[src/rtl/dxs_pkg.sv]
package dxs_pkg;

  typedef enum logic [1:0] {
    ST_IDLE  = 2'd0,
    ST_WAIT  = 2'd1,
    ST_READ  = 2'd2,
    ST_WRITE = 2'd3
  } dxs_state_t;

  // base control bit positions
  localparam int BC_WR   = 0;
  localparam int BC_SRCH = 1;
  localparam int BC_DIR  = 2;
  // port flag bit positions
  localparam int PF_IO   = 3;
  localparam int PF_INC  = 4;
  localparam int PF_FIX  = 5;
  // interrupt control bit positions
  localparam int IC_HIT  = 0;
  localparam int IC_END  = 1;
  localparam int IC_SUB  = 5;

endpackage

[src/rtl/dxs_port_addr.sv]
module dxs_port_addr #(
  parameter int AW = 16
) (
  input  logic          clk,
  input  logic          rst_n,
  input  logic          load,
  input  logic [AW-1:0] load_addr,
  input  logic          load_fix,
  input  logic          load_inc,
  input  logic          step,
  output logic [AW-1:0] addr
);

  logic fix_q, inc_q;

  function automatic logic [AW-1:0] next_addr(input logic [AW-1:0] a,
                                              input logic fix, input logic inc);
    if (fix)      return a;
    else if (inc) return a + AW'(1);
    else          return a - AW'(1);
  endfunction

  always_ff @(posedge clk or negedge rst_n) begin
    if (!rst_n) begin
      addr  <= '0;
      fix_q <= 1'b0;
      inc_q <= 1'b0;
    end else if (load) begin
      addr  <= load_addr;
      fix_q <= load_fix;
      inc_q <= load_inc;
    end else if (step) begin
      addr  <= next_addr(addr, fix_q, inc_q);
    end
  end

endmodule

[src/rtl/dxs_match.sv]
module dxs_match #(
  parameter int DW = 8
) (
  input  logic [DW-1:0] data,
  input  logic [DW-1:0] ref_byte,
  input  logic [DW-1:0] care_off,
  output logic          hit
);

  function automatic logic masked_equal(input logic [DW-1:0] d,
                                        input logic [DW-1:0] r,
                                        input logic [DW-1:0] m);
    return ((d ^ r) & ~m) == '0;
  endfunction

  assign hit = masked_equal(data, ref_byte, care_off);

endmodule

[src/rtl/dxs_block_cnt.sv]
module dxs_block_cnt #(
  parameter int CW = 16
) (
  input  logic          clk,
  input  logic          rst_n,
  input  logic          clr,
  input  logic          inc,
  input  logic [CW-1:0] limit,
  output logic          last
);

  logic [CW-1:0] cnt;

  // true when the byte being completed closes the block
  function automatic logic closes_block(input logic [CW-1:0] c,
                                        input logic [CW-1:0] lim);
    logic [CW-1:0] nxt;
    nxt = c + CW'(1);
    return (nxt == '0) || ((lim != '0) && (c >= lim));
  endfunction

  assign last = closes_block(cnt, limit);

  always_ff @(posedge clk or negedge rst_n) begin
    if (!rst_n)   cnt <= '0;
    else if (clr) cnt <= '0;
    else if (inc) cnt <= cnt + CW'(1);
  end

endmodule

[src/rtl/dxs_irq.sv]
module dxs_irq
  import dxs_pkg::*;
(
  input  logic       clk,
  input  logic       rst_n,
  input  logic       fire,
  input  logic       by_hit,
  input  logic       by_end,
  input  logic       int_en,
  input  logic [7:0] int_ctrl,
  input  logic [7:0] vec_base,
  input  logic       ack,
  output logic       irq,
  output logic [7:0] irq_vec
);

  logic want;

  function automatic logic [7:0] patch_vec(input logic [7:0] base,
                                           input logic [7:0] ctl,
                                           input logic hit_cause);
    logic [7:0] v;
    v = base;
    if (ctl[IC_SUB]) v[2:1] = hit_cause ? 2'b01 : 2'b10;
    return v;
  endfunction

  assign want = fire && int_en &&
                ((int_ctrl[IC_HIT] && by_hit) || (int_ctrl[IC_END] && by_end));

  always_ff @(posedge clk or negedge rst_n) begin
    if (!rst_n) begin
      irq     <= 1'b0;
      irq_vec <= '0;
    end else if (!irq && want) begin
      irq     <= 1'b1;
      irq_vec <= patch_vec(vec_base, int_ctrl, int_ctrl[IC_HIT] && by_hit);
    end else if (ack) begin
      irq     <= 1'b0;
    end
  end

endmodule

[src/rtl/dxs_engine.sv]
module dxs_engine
  import dxs_pkg::*;
#(
  parameter int AW = 16,
  parameter int DW = 8,
  parameter int CW = 16
) (
  input  logic          clk,
  input  logic          rst_n,
  input  logic          start,
  input  logic          cont_mode,
  input  logic          svc_req,
  input  logic [7:0]    base_ctrl,
  input  logic [7:0]    port_a_flags,
  input  logic [7:0]    port_b_flags,
  input  logic [AW-1:0] port_a_start,
  input  logic [AW-1:0] port_b_start,
  input  logic [CW-1:0] block_len,
  input  logic [DW-1:0] match_byte,
  input  logic [DW-1:0] mask_byte,
  input  logic          int_en,
  input  logic [7:0]    int_ctrl,
  input  logic [7:0]    int_vec_base,
  input  logic          int_ack,
  output logic [AW-1:0] bus_addr,
  output logic          bus_rd,
  output logic          bus_wr,
  output logic          bus_io,
  output logic [DW-1:0] bus_wdata,
  input  logic [DW-1:0] bus_rdata,
  input  logic          bus_ready,
  output logic          busy,
  output logic          match_flag,
  output logic          end_flag,
  output logic          irq,
  output logic [7:0]    irq_vec
);

  localparam int NPORT = 2;

  dxs_state_t st;

  logic          wr_en_q, srch_q, a_is_src_q, cont_q;
  logic          io_a_q, io_b_q;
  logic [DW-1:0] ref_q, care_off_q, data_q;
  logic [CW-1:0] len_q;
  logic          hit_q;

  // named internal events
  logic start_ok, rd_done, wr_done, byte_done;
  logic hit_now, hit_byte, stop_hit, stop_end, stop_now, step_now;
  logic blk_last;

  logic [AW-1:0] port_addr [NPORT];
  logic [AW-1:0] src_addr, dst_addr;
  logic          src_io, dst_io;

  logic unused_cfg;
  assign unused_cfg = ^{base_ctrl[7:3], port_a_flags[7:6], port_a_flags[2:0],
                        port_b_flags[7:6], port_b_flags[2:0],
                        int_ctrl[7:6], int_ctrl[4:2]};

  assign start_ok  = start && (st == ST_IDLE) && (base_ctrl[BC_WR] || base_ctrl[BC_SRCH]);
  assign rd_done   = (st == ST_READ)  && bus_ready;
  assign wr_done   = (st == ST_WRITE) && bus_ready;
  assign byte_done = (rd_done && !wr_en_q) || wr_done;

  dxs_match #(.DW(DW)) i_match (
    .data     (bus_rdata),
    .ref_byte (ref_q),
    .care_off (care_off_q),
    .hit      (hit_now)
  );

  assign hit_byte = wr_en_q ? hit_q : hit_now;
  assign stop_hit = byte_done && srch_q && hit_byte;
  assign stop_end = byte_done && blk_last;
  assign stop_now = stop_hit || stop_end;
  assign step_now = byte_done && !stop_now;

  // per-port address counters
  generate
    for (genvar p = 0; p < NPORT; p++) begin : g_port
      logic [AW-1:0] ld_addr;
      logic [7:0]    ld_flags;
      assign ld_addr  = (p == 0) ? port_a_start : port_b_start;
      assign ld_flags = (p == 0) ? port_a_flags : port_b_flags;
      dxs_port_addr #(.AW(AW)) i_addr (
        .clk       (clk),
        .rst_n     (rst_n),
        .load      (start_ok),
        .load_addr (ld_addr),
        .load_fix  (ld_flags[PF_FIX]),
        .load_inc  (ld_flags[PF_INC]),
        .step      (step_now),
        .addr      (port_addr[p])
      );
    end
  endgenerate

  assign src_addr = a_is_src_q ? port_addr[0] : port_addr[1];
  assign dst_addr = a_is_src_q ? port_addr[1] : port_addr[0];
  assign src_io   = a_is_src_q ? io_a_q : io_b_q;
  assign dst_io   = a_is_src_q ? io_b_q : io_a_q;

  dxs_block_cnt #(.CW(CW)) i_cnt (
    .clk   (clk),
    .rst_n (rst_n),
    .clr   (start_ok),
    .inc   (byte_done),
    .limit (len_q),
    .last  (blk_last)
  );

  dxs_irq i_irq (
    .clk      (clk),
    .rst_n    (rst_n),
    .fire     (stop_now),
    .by_hit   (stop_hit),
    .by_end   (stop_end),
    .int_en   (int_en),
    .int_ctrl (int_ctrl),
    .vec_base (int_vec_base),
    .ack      (int_ack),
    .irq      (irq),
    .irq_vec  (irq_vec)
  );

  // configuration capture
  always_ff @(posedge clk or negedge rst_n) begin
    if (!rst_n) begin
      wr_en_q    <= 1'b0;
      srch_q     <= 1'b0;
      a_is_src_q <= 1'b0;
      cont_q     <= 1'b0;
      io_a_q     <= 1'b0;
      io_b_q     <= 1'b0;
      ref_q      <= '0;
      care_off_q <= '0;
      len_q      <= '0;
    end else if (start_ok) begin
      wr_en_q    <= base_ctrl[BC_WR];
      srch_q     <= base_ctrl[BC_SRCH];
      a_is_src_q <= base_ctrl[BC_DIR];
      cont_q     <= cont_mode;
      io_a_q     <= port_a_flags[PF_IO];
      io_b_q     <= port_b_flags[PF_IO];
      ref_q      <= match_byte;
      care_off_q <= mask_byte;
      len_q      <= block_len;
    end
  end

  // data path
  always_ff @(posedge clk or negedge rst_n) begin
    if (!rst_n) begin
      data_q <= '0;
      hit_q  <= 1'b0;
    end else if (rd_done) begin
      data_q <= bus_rdata;
      hit_q  <= hit_now;
    end
  end

  // status flags
  always_ff @(posedge clk or negedge rst_n) begin
    if (!rst_n) begin
      match_flag <= 1'b0;
      end_flag   <= 1'b0;
    end else if (start_ok) begin
      match_flag <= 1'b0;
      end_flag   <= 1'b0;
    end else begin
      if (stop_hit) match_flag <= 1'b1;
      if (stop_end) end_flag   <= 1'b1;
    end
  end

  // sequencer
  always_ff @(posedge clk or negedge rst_n) begin
    if (!rst_n) begin
      st <= ST_IDLE;
    end else begin
      unique case (st)
        ST_IDLE:  if (start_ok) st <= cont_mode ? ST_READ : ST_WAIT;
        ST_WAIT:  if (svc_req) st <= ST_READ;
        ST_READ: begin
          if (bus_ready) begin
            if (wr_en_q)       st <= ST_WRITE;
            else if (stop_now) st <= ST_IDLE;
            else               st <= cont_q ? ST_READ : ST_WAIT;
          end
        end
        ST_WRITE: begin
          if (bus_ready) begin
            if (stop_now) st <= ST_IDLE;
            else          st <= cont_q ? ST_READ : ST_WAIT;
          end
        end
        default: st <= ST_IDLE;
      endcase
    end
  end

  always_comb begin
    bus_rd   = 1'b0;
    bus_wr   = 1'b0;
    bus_io   = 1'b0;
    bus_addr = '0;
    if (st == ST_READ) begin
      bus_rd   = 1'b1;
      bus_io   = src_io;
      bus_addr = src_addr;
    end else if (st == ST_WRITE) begin
      bus_wr   = 1'b1;
      bus_io   = dst_io;
      bus_addr = dst_addr;
    end
  end

  assign bus_wdata = data_q;
  assign busy      = (st != ST_IDLE);

endmodule

[config.mk]
export PLATFORM = sky130hd
export DESIGN_NAME = dxs_engine
export DESIGN_NICKNAME = d
export VERILOG_FILES = /design/src/rtl/dxs_pkg.sv /design/src/rtl/dxs_port_addr.sv /design/src/rtl/dxs_match.sv /design/src/rtl/dxs_block_cnt.sv /design/src/rtl/dxs_irq.sv /design/src/rtl/dxs_engine.sv
export SDC_FILE = /design/constraint.sdc
export NUM_CORES = 1
export LEC_CHECK = 0
export ABC_AREA = 0
export BUFFER_PORTS_ARGS = -buffer_cell sky130_fd_sc_hd__buf_2
export CORE_ASPECT_RATIO = 1.25
export CORE_MARGIN = 2
export CORE_UTILIZATION = 60
export DETAILED_ROUTE_END_ITERATION = 12
export PLACE_DENSITY = 0.89
export SKIP_CTS_REPAIR_TIMING = 1
export SYNTH_ARGS = -nofsm -noshare
export SYNTH_HDL_FRONTEND = slang
export SYNTH_SLANG_ARGS = --single-unit
[constraint.sdc]
create_clock -name clk -period 7.36 [get_ports clk]
set_clock_uncertainty 0.2 [all_clocks]
set_input_delay 0.368 -clock clk [delete_from_list [all_inputs] [get_ports clk]]
set_output_delay 0.368 -clock clk [all_outputs]
set_load 0.02 [all_outputs]
==> impl_metrics.csv, run 1 <==
group,metric,value,unit
run_status,status,"finished with violations",
run_status,violations,"hold timing",
worst_setup_path,start_kind,"register",
min_path,min_delay_worst_endpoint,"io_a_q",
worst_setup_path,critPathArrivalTime,4.06,ns
yosys,synth_cells,810,
worst_setup_path,cp_top_family,"simple AND/OR/NAND/NOR gates",
sta,whs,-0.003590,ns
sta,min_period,4.020,ns
pwr,ir_worst_vdd,0.2749,mV
floorplanning,die_y,127.1,um
worst_setup_path,cp_slowest_cell,"nor3b_1",
routing,drt-total-wl,17620,um
worst_setup_path,reg2reg_depth,9,
worst_setup_path,r2r-start,"st[0]",
pwr,sw_frac_of_total,45.32,%
sta,fmax,0.2488,GHz
finish,fin_cells,1100,
pwr,powerDensity,505.6,mW/mm^2
worst_setup_path,cp_max_fo,17,
finish,layout-drive-gt1-share,23.67,%
worst_setup_path,r2r-end,"i_irq.irq_vec[5]",
yosys,synthArstFlopShare,100.0,%
worst_setup_path,cp.required,7.40,ns
cts,clk_latency,0.36,ns
finish,syn_to_final_growth,14.89,%
routing,drc,0,
yosys,synth_seq_area_share,38.56,%
finish,final_core_util,71.21,%
pwr,p_int,2.309,mW
placement,place.port_buffers,138,
yosys,synth_common_cells,"nand2_1 (185), dfrtp_1 (112), o21ai_0 (81)",
yosys,ys_seq_elements,112,
floorplanning,ios,159,
global_route,grt_overflow,0,
placement,gp_congestion,0.8783,
cts,clockBufferDepth,2,
sta,hold_viol,2,
sta,slew_viol_final,0,
pwr,pwr-share-comb,61.4,%
worst_setup_path,crit_path_end_kind,"register",
floorplanning,core_area,0.01173,mm^2
floorplanning,die_area,0.01302,mm^2
routing,drt-wirelength-per-cell,16.02,um
cts,clockRootBuffer,"clkbuf_16",
yosys,ys_types,69,
run,cap_violations,0,
pwr,p_leak,4.055,nW
yosys,synth_warnings,0,
global_route,track_usage,27.93,%
min_path,min_path_cells,3,
pwr,p_total,4.222,mW
floorplanning,rows,44,
worst_setup_path,crit_buf_inv,0,
worst_setup_path,max_stage_delay,1.02,ns
cts,numCtsBuffers,9,
cts,numClockSinks,112,
min_path,hold_class,"primary input to register",
worst_setup_path,r2r_slack,3.34,ns
placement,dp.cells,1081,
routing,drtAntennaViolNets,0,
sta,worst_pin_slew,1.262,ns
cts,tritoncts,"built",
pwr,pwr-share-clk,12.5,%
cts,path_clk_slew,0.08,ns
worst_setup_path,critPathLaunch,"st[0]",
yosys,synth_area,0.007268,mm^2
global_route,grt_pass1_vias,6265,
finish,n_fill_cell,903,
yosys,synthesis.nets,978,
routing,viasPerCell,5.763,
yosys,synth_top_area_share,38.56,%
sta,tns,0,ns
worst_setup_path,crit_path_frequent_cell,"nand4_1",
placement,place_hpwl,12570,um
yosys,synth-edff-count,0,
finish,finalNetCount,1101,
yosys,ys_top_cells_by_area,"dfrtp_1 (39%), nand2_1 (9.6%), ha_1 (7.9%), o21ai_0 (5.6%), mux2_2 (4.0%)",
global_route,grt_max_degree,84,
routing,drt_pass1_iterations,5,
pwr,p_switching,1.913,mW
worst_setup_path,path_cells,"nand2b_1, and3_1, nand4_1, nor4_1, nand4_1, o21ai_2, a22oi_1, nor3b_1, mux2_2",
sta,rsz0062_at_grt,"no",
yosys,yosysTopAreaCell,"dfrtp_1",
sta,period_share,54.62,%
sta,relSlewSlack,15.68,%
yosys,synthFlopType,"dfrtp_1",
global_route,grt_pass1_wl,28830,um
worst_setup_path,worstSetupPathType,"register to register",
global_route,antenna_found_initial,1,
floorplanning,die_w,102.4,um
routing,dr_total_vias,6339,
routing,drt_iter0_markers,341,
floorplanning,initial_core_util,61.98,%
yosys,yosysMostFrequentCell,"nand2_1",
cts,htree_num_levels,3,
sta,setup_viol,0,
yosys,synth.avg_cell_area,8.973,um^2
min_path,hp-start,"port_a_flags[3]",
pwr,seqPwrFrac,26.1,%
through the flow:
step                      setup WS (ns)  area [um^2]
final                             3.340         8351
after global routing              2.991         8351
after floorplan                   4.083         7268
after detailed placement          3.370         8008
after global placement            3.463         8008
after CTS                         3.351         8328
how the worst max path moves through the flow:
stage,end,cells past startpoint,slack [ns]
2_1_floorplan,g_port[1].i_addr.addr[15],11,4.08
3_3_place_gp,i_irq.irq_vec[0],9,3.46
3_5_place_dp,i_irq.irq_vec[5],9,3.37
4_1_cts,i_irq.irq_vec[5],9,3.35
5_1_grt,i_irq.irq_vec[5],9,2.99
6_report,i_irq.irq_vec[5],9,3.34
power groups by stage:
stage | clock, mW | combinational [mW] | sequential (mW)
after floorplan | 0 | 2.01 | 1.08
after global placement | 0 | 2.46 | 1.09
after detailed placement | 0 | 2.56 | 1.11
after CTS | 0.539 | 2.58 | 1.10
after global routing | 0.561 | 2.88 | 1.13
final | 0.530 | 2.59 | 1.10
cell type report:
cell class | count | area, um^2 | area share (%)
inverter | 30 | 112.6 | 1.349
timing repair buffer | 145 | 750.7 | 8.990
antenna | 1 | 2.502 | 0.02997
tap | 161 | 201.4 | 2.412
clock buffer | 9 | 225.2 | 2.697
multi-input combinational | 635 | 4160 | 49.82
clock inverter | 7 | 95.09 | 1.139
sequential | 112 | 2803 | 33.56
cell usage in the layout (no fill, tap or decap), types with 3 or more instances in the layout:
master	instances
nand2_1	185
buf_2	137
dfrtp_1	112
o21ai_0	81
ha_1	46
nor2_1	39
a21oi_1	38
inv_1	29
mux2_2	26
xnor2_1	24
mux2_4	18
xor2_1	17
a21o_1	16
nand3_1	16
nor3_1	12
nand4_1	10
o21a_1	10
clkbuf_16	9
nor4_1	8
buf_4	6
and2_1	5
nand2b_1	5
a211oi_1	5
a31oi_1	5
o22ai_1	4
o41ai_1	4
and3_1	3
o211ai_1	3
or3_1	3
o21bai_1	3
a221o_1	3
inv_6	3
worst min-delay path, stage by stage:
cell and delay [ns]:
buf_2 0.07, nand2_1 0.04, nand2_1 0.04
sequential cells by signal, indices dropped and copies added (netlist names), 2 cells and up:
| register | flops |
|---|---|
| g_port.i_addr.addr | 32 |
| i_cnt.cnt | 16 |
| len_q | 16 |
| bus_wdata | 8 |
| care_off_q | 8 |
| i_irq.irq_vec | 8 |
| ref_q | 8 |
| g_port.i_addr.fix_q | 2 |
| g_port.i_addr.inc_q | 2 |
| st | 2 |
cells by family after synthesis:
family / share of synthesized area (%)
compound gates: 16.73
xor+xnor: 4.941
fa+ha+maj: 8.470
buf+inv: 4.303
flops: 38.56
mux: 8.022
simple gates: 18.97
metal layers:
layer  vias to the layer above  global-route usage [%]  routed length, um
li1                       3087                       -                  -
met1                      3001                   35.04               7385
met2                       210                   47.10               8799
met3                        41                   5.142                884
met4                         0                   11.45                550
met5                         -                       0                  0
Power figures use the tool's default switching activity.
==> run 2, diff against run 1 <==
Settings changed: CORE_UTILIZATION 60 to 56, PLACE_DENSITY 0.89 to 0.84.
Clock period 7.36 ns to 3.9 ns, I/O delays scaled along.
==> run 2 against run 1 <==
Compared with the run above:
- the run still ends with hold timing left
- non-clock buffer count is 74 higher
- global-route usage is 1.6 points lower
- power is 92% higher
- clock-buffer cell count stayed put
- register-to-register slack worse by 3.0 ns
- sequential share of layout area is 2.7 points lower
- sequential power is 90% higher
- flip-flop and latch count stayed put
- combinational power is 93% higher
- core utilization is 0.57 points higher
- via count is 5.8% higher
- largest power group unchanged
- highest routed layer unchanged
==> impl_metrics.csv, run 2 (synthesis results as in run 1) <==
group,metric,value,unit
finish,mostFrequentLayoutCells,"nand2_1 (185), buf_2 (137), dfrtp_1 (112), o21ai_0 (81), dlygate4sd3_1 (68)",
finish,final_core_util,71.78,%
sta,setup_viol,0,
cts,numClockSinks,112,
worst_setup_path,worstSetupPathType,"register to register",
pwr,powerDensity,890.1,mW/mm^2
global_route,grt_pass1_wl,29760,um
finish,reg_top3,"g_port.i_addr.addr (32), i_cnt.cnt (16), len_q (16)",
routing,drt_pass1_iterations,5,
finish,n_fill_cell,960,
sta,fmax,0.2836,GHz
sta,slew_viol_final,0,
pwr,ir_worst_vdd,0.4619,mV
cts,clk_latency,0.37,ns
run_status,status,"finished with violations",
floorplanning,ios,159,
finish,layout-drive-gt1-share,22.92,%
global_route,grt_max_degree,57,
sta,hold_viol,17,
finish,layout_commonest_cell,"nand2_1",
floorplanning,core_area,0.01266,mm^2
min_path,hold_class,"primary input to register",
placement,place.port_buffers,138,
sta,rsz0062_at_grt,"no",
worst_setup_path,crit_path_end_kind,"register",
global_route,grt_pass1_vias,6421,
worst_setup_path,cp.required,3.96,ns
floorplanning,die_y,131.4,um
routing,drt-total-wl,19250,um
sta,whs,-0.04237,ns
finish,n_antenna_cell,0,
sta,min_period,3.526,ns
sta,relSlewSlack,35.81,%
cts,htree_num_levels,3,
floorplanning,initial_core_util,57.40,%
global_route,grtUsageMet3,3.224,%
routing,drc,0,
cts,path_clk_slew,0.08,ns
global_route,met1_usage,32.33,%
finish,top_register,"g_port.i_addr.addr",
floorplanning,die_w,105.9,um
routing,drt-wirelength-per-cell,16.31,um
floorplanning,rows,46,
cts,numCtsBuffers,9,
sta,worst_pin_slew,0.9593,ns
global_route,grt_busiest_layer,"met2",
global_route,use_met2,46.56,%
finish,finalNetCount,1175,
worst_setup_path,r2r_slack,0.37,ns
sta,tns,0,ns
placement,place_hpwl,13110,um
routing,drtAntennaViolNets,0,
worst_setup_path,critPathArrivalTime,3.58,ns
global_route,grt_overflow,0,
cts,tritoncts,"built",
routing,drt_iter0_markers,413,
pwr,p_leak,4.372,nW
routing,dr_total_vias,6706,
finish,largest_register_ffs,32,
cts,clockRootBuffer,"clkbuf_16",
placement,gp_congestion,0.8962,
sta,period_share,90.41,%
run,cap_violations,0,
cts,clockBufferDepth,2,
floorplanning,die_area,0.01391,mm^2
worst_setup_path,start_kind,"register",
run_status,violations,"hold timing",
finish,syn_to_final_growth,25.05,%
global_route,track_usage,26.38,%
global_route,antenna_found_initial,0,
worst_setup_path,cp_max_fo,17,
routing,viasPerCell,5.683,
==> run 2: cell types whose count changed in the layout (fill, tap and decap cells not counted), sizes merged <==
cell,previous run,this run
buf,143,151
diode,1,0
clkinvlp,0,1
dlygate4sd3,2,68
inv,34,33
==> run 2: cell type report <==
class                           count  area [um^2]  share of cell area, %
Inverter                           30        116.4                  1.280
Clock buffer                        9        225.2                  2.478
Multi-Input combinational cell    635         4168                  45.86
Clock inverter                      7        95.09                  1.046
Tap cell                          168        210.2                  2.313
Sequential cell                   112         2803                  30.84
Timing Repair Buffer              219         1471                  16.19
==> run 2: power by group <==
group | internal (mW) | total, mW | switching, mW
Clock | 0.521 | 1.01 | 0.490
Combinational | 2.27 | 4.99 | 2.72
Sequential | 1.65 | 2.09 | 0.439
Total | 4.44 | 8.09 | 3.65
==> run 2: layer usage <==
| layer | up-vias | wire length (um) |
|---|---|---|
| met2 | 214 | 10020 |
| met5 | - | 0 |
| li1 | 3238 | - |
| met3 | 47 | 947 |
| met4 | 0 | 559 |
| met1 | 3207 | 7721 |
==> run 2: final timing paths <==
path	start	to	depth (start not counted)
min in group asynchronous	rst_n	g_port[1].i_addr.addr[9]	2
hold reg to reg	g_port[0].i_addr.fix_q	g_port[0].i_addr.fix_q	2
setup / recovery	g_port[1].i_addr.inc_q	g_port[1].i_addr.addr[14]	11
hold / removal	port_a_start[5]	g_port[0].i_addr.addr[5]	4
setup reg to reg	g_port[1].i_addr.inc_q	g_port[1].i_addr.addr[14]	11
max in group asynchronous	rst_n	ref_q[3]	3
==> run 2: metrics by stage <==
| step | worst slack, ns | std cells | area, um^2 | power (mW) |
|---|---|---|---|---|
| global route | 0.05722 | 1180 | 9089 | 8.773 |
| global placement | 0.4069 | 1096 | 8077 | 6.757 |
| CTS | 0.3238 | 1112 | 8397 | 7.993 |
| floorplan | 0.6233 | 810 | 7268 | 5.827 |
| detailed placement | 0.3771 | 1096 | 8077 | 6.958 |
| finish | 0.3739 | 1180 | 9089 | 8.090 |
==> run 2: critical path, cell delays in order (launching register included) <==
cell        delay (ns)
dfrtp_1           0.38
clkinvlp_4        0.33
fa_1              0.57
a21o_1            0.18
a21oi_1           0.24
o21ai_0           0.17
a41o_1            0.27
o41a_1            0.35
a31oi_1           0.21
xor2_1            0.15
o21ai_0           0.09
mux2_4            0.28
==> run 3, diff against run 2 <==
Settings changed: CELL_PAD_IN_SITES_DETAIL_PLACEMENT from default to 2, CELL_PAD_IN_SITES_GLOBAL_PLACEMENT from default to 2, CORE_UTILIZATION 56 to 33, PLACE_DENSITY 0.84 to 0.83.
==> run 3 against run 2 <==
Compared with the run above:
- the flow still finishes with violations (hold timing)
- via count grew 3.7%
- sequential share of layout area fell by 0.66 points
- combinational power rose by 7.6%
- routed wire length grew 45%
- global-route usage fell by 5.3 points
- final cell count is 9.8% higher
- sequential power is 3% higher
- die area up 67%
- first-iteration DRC count is 26% lower
- core utilization down 29 points
- flip-flop and latch count did not move
- worst setup slack worse by 0.19 ns
- critical path type unchanged
- critical endpoint is now i_irq.irq_vec[6]
==> impl_metrics.csv, run 3 (synthesis results as in run 1) <==
group,metric,value,unit
sta,relSlewSlack,43.37,%
placement,dp.cells,1207,
floorplanning,rows,60,
finish,multi_input_area,0.004160,mm^2
placement,gp_congestion,0.7678,
placement,place_hpwl,17870,um
sta,tns,0,ns
floorplanning,ios,159,
worst_setup_path,critPathArrivalTime,3.78,ns
placement,place.port_buffers,138,
cts,numClockSinks,112,
run,cap_violations,0,
cts,clockRootBuffer,"clkbuf_16",
floorplanning,initial_core_util,33.73,%
sta,period_share,95.39,%
routing,drt_iter0_markers,307,
cts,clockBufferDepth,2,
pwr,powerDensity,919.6,mW/mm^2
sta,fin_ws,0.1797,ns
cts,numCtsBuffers,9,
placement,pre_cts_slack,0.3013,ns
min_path,hp-start,"port_a_start[6]",
pwr,p_leak,4.394,nW
cts,tritoncts,"built",
floorplanning,core_area,0.02155,mm^2
finish,design_area,0.009289,mm^2
global_route,grt_max_degree,59,
worst_setup_path,max_stage_delay,0.51,ns
sta,whs,-0.04255,ns
worst_setup_path,cp_slowest_cell,"dfrtp_1",
routing,drt-total-wl,27840,um
worst_setup_path,path_cells,"ha_1, nand3_4, o21ai_0, nand4_1, nor4_1, nand4_1, o21ai_2, a22oi_1, nor3b_1, buf_4, mux2_2",
floorplanning,die_y,169.9,um
finish,finalNetCount,1180,
finish,mostFrequentLayoutCells,"nand2_1 (185), buf_2 (137), dfrtp_1 (112), o21ai_0 (81), dlygate4sd3_1 (70)",
pwr,p_total,8.542,mW
finish,largest_register_ffs,32,
cts,clk_latency,0.38,ns
sta,slew_viol_final,0,
finish,seq_area,0.002803,mm^2
worst_setup_path,start_kind,"register",
run_status,status,"finished with violations",
routing,dr_total_vias,6957,
finish,syn_to_final_growth,27.80,%
sta,setup_viol,0,
routing,drtAntennaViolNets,0,
finish,top_register,"g_port.i_addr.addr",
cts,htree_num_levels,3,
floorplanning,die_w,136.7,um
finish,fin_cells,1296,
routing,drt-wirelength-per-cell,21.48,um
global_route,antenna_found_initial,0,
worst_setup_path,worstSetupPathType,"register to register",
finish,layout-drive-gt1-share,23.01,%
worst_setup_path,cp.required,3.96,ns
routing,drc,0,
global_route,grt_overflow,0,
finish,n_fill_cell,2418,
sta,min_period,3.720,ns
min_path,hold_class,"primary input to register",
finish,reg_top3,"g_port.i_addr.addr (32), i_cnt.cnt (16), len_q (16)",
placement,dpl_cell_area,0.008253,mm^2
worst_setup_path,critPathLaunch,"i_cnt.cnt[0]",
cts,path_clk_slew,0.09,ns
floorplanning,die_area,0.02324,mm^2
global_route,track_usage,21.09,%
routing,drt_pass1_iterations,4,
finish,n_antenna_cell,0,
finish,final_core_util,43.11,%
worst_setup_path,r2r-start,"i_cnt.cnt[0]",
worst_setup_path,crit_path_end_kind,"register",
finish,layout_commonest_cell,"nand2_1",
sta,worst_pin_slew,0.8477,ns
run_status,violations,"hold timing",
worst_setup_path,crit_path_frequent_cell,"nand4_1",
routing,viasPerCell,5.368,
pwr,ir_worst_vdd,0.3576,mV
global_route,grt_pass1_vias,7528,
sta,hold_viol,11,
global_route,grt_pass1_wl,38500,um
worst_setup_path,cp_max_fo,10,
sta,fmax,0.2688,GHz
run 3: path summary, 6_finish.rpt:
kind / endpoint / slack, ns / cells past startpoint
min in group asynchronous: len_q[12] / 0.26 / 2
setup / recovery: i_irq.irq_vec[6] / 0.18 / 11
max in group asynchronous: g_port[0].i_addr.inc_q / 2.42 / 3
hold reg to reg: g_port[0].i_addr.fix_q / 0.30 / 2
hold / removal: g_port[0].i_addr.addr[6] / -0.04 / 4
setup reg to reg: i_irq.irq_vec[6] / 0.18 / 11
run 3: critical path, delay by kind of cell, from the launching register on:
family                   cells  cell delay (ns)
flip-flops                   1             0.51
buffers and inverters        1             0.27
AND/OR/NAND/NOR              5             1.30
adder cells (fa/ha/maj)      1             0.34
multiplexers                 1             0.35
AO/OA/AOI/OAI                3             0.64
run 3: layout make-up:
| class | instances | area share (%) |
|---|---|---|
| Tap cell | 279 | 3.758 |
| Inverter | 30 | 1.253 |
| Timing Repair Buffer | 224 | 16.70 |
| Clock inverter | 7 | 0.9025 |
| Clock buffer | 9 | 2.425 |
| Sequential cell | 112 | 30.17 |
| Multi-Input combinational cell | 635 | 44.79 |
run 3: power breakdown:
group / internal (mW) / switching [mW]
Combinational: 2.32 / 3.05
Sequential: 1.65 / 0.506
Clock: 0.465 / 0.551
run 3: metal layers:
layer | part of all wire, % | track usage, %
met2 | 57 | 40.72
met1 | 38 | 23.38
met5 | 0 | 0
met3 | 2.5 | 2.919
met4 | 2.1 | 6.522
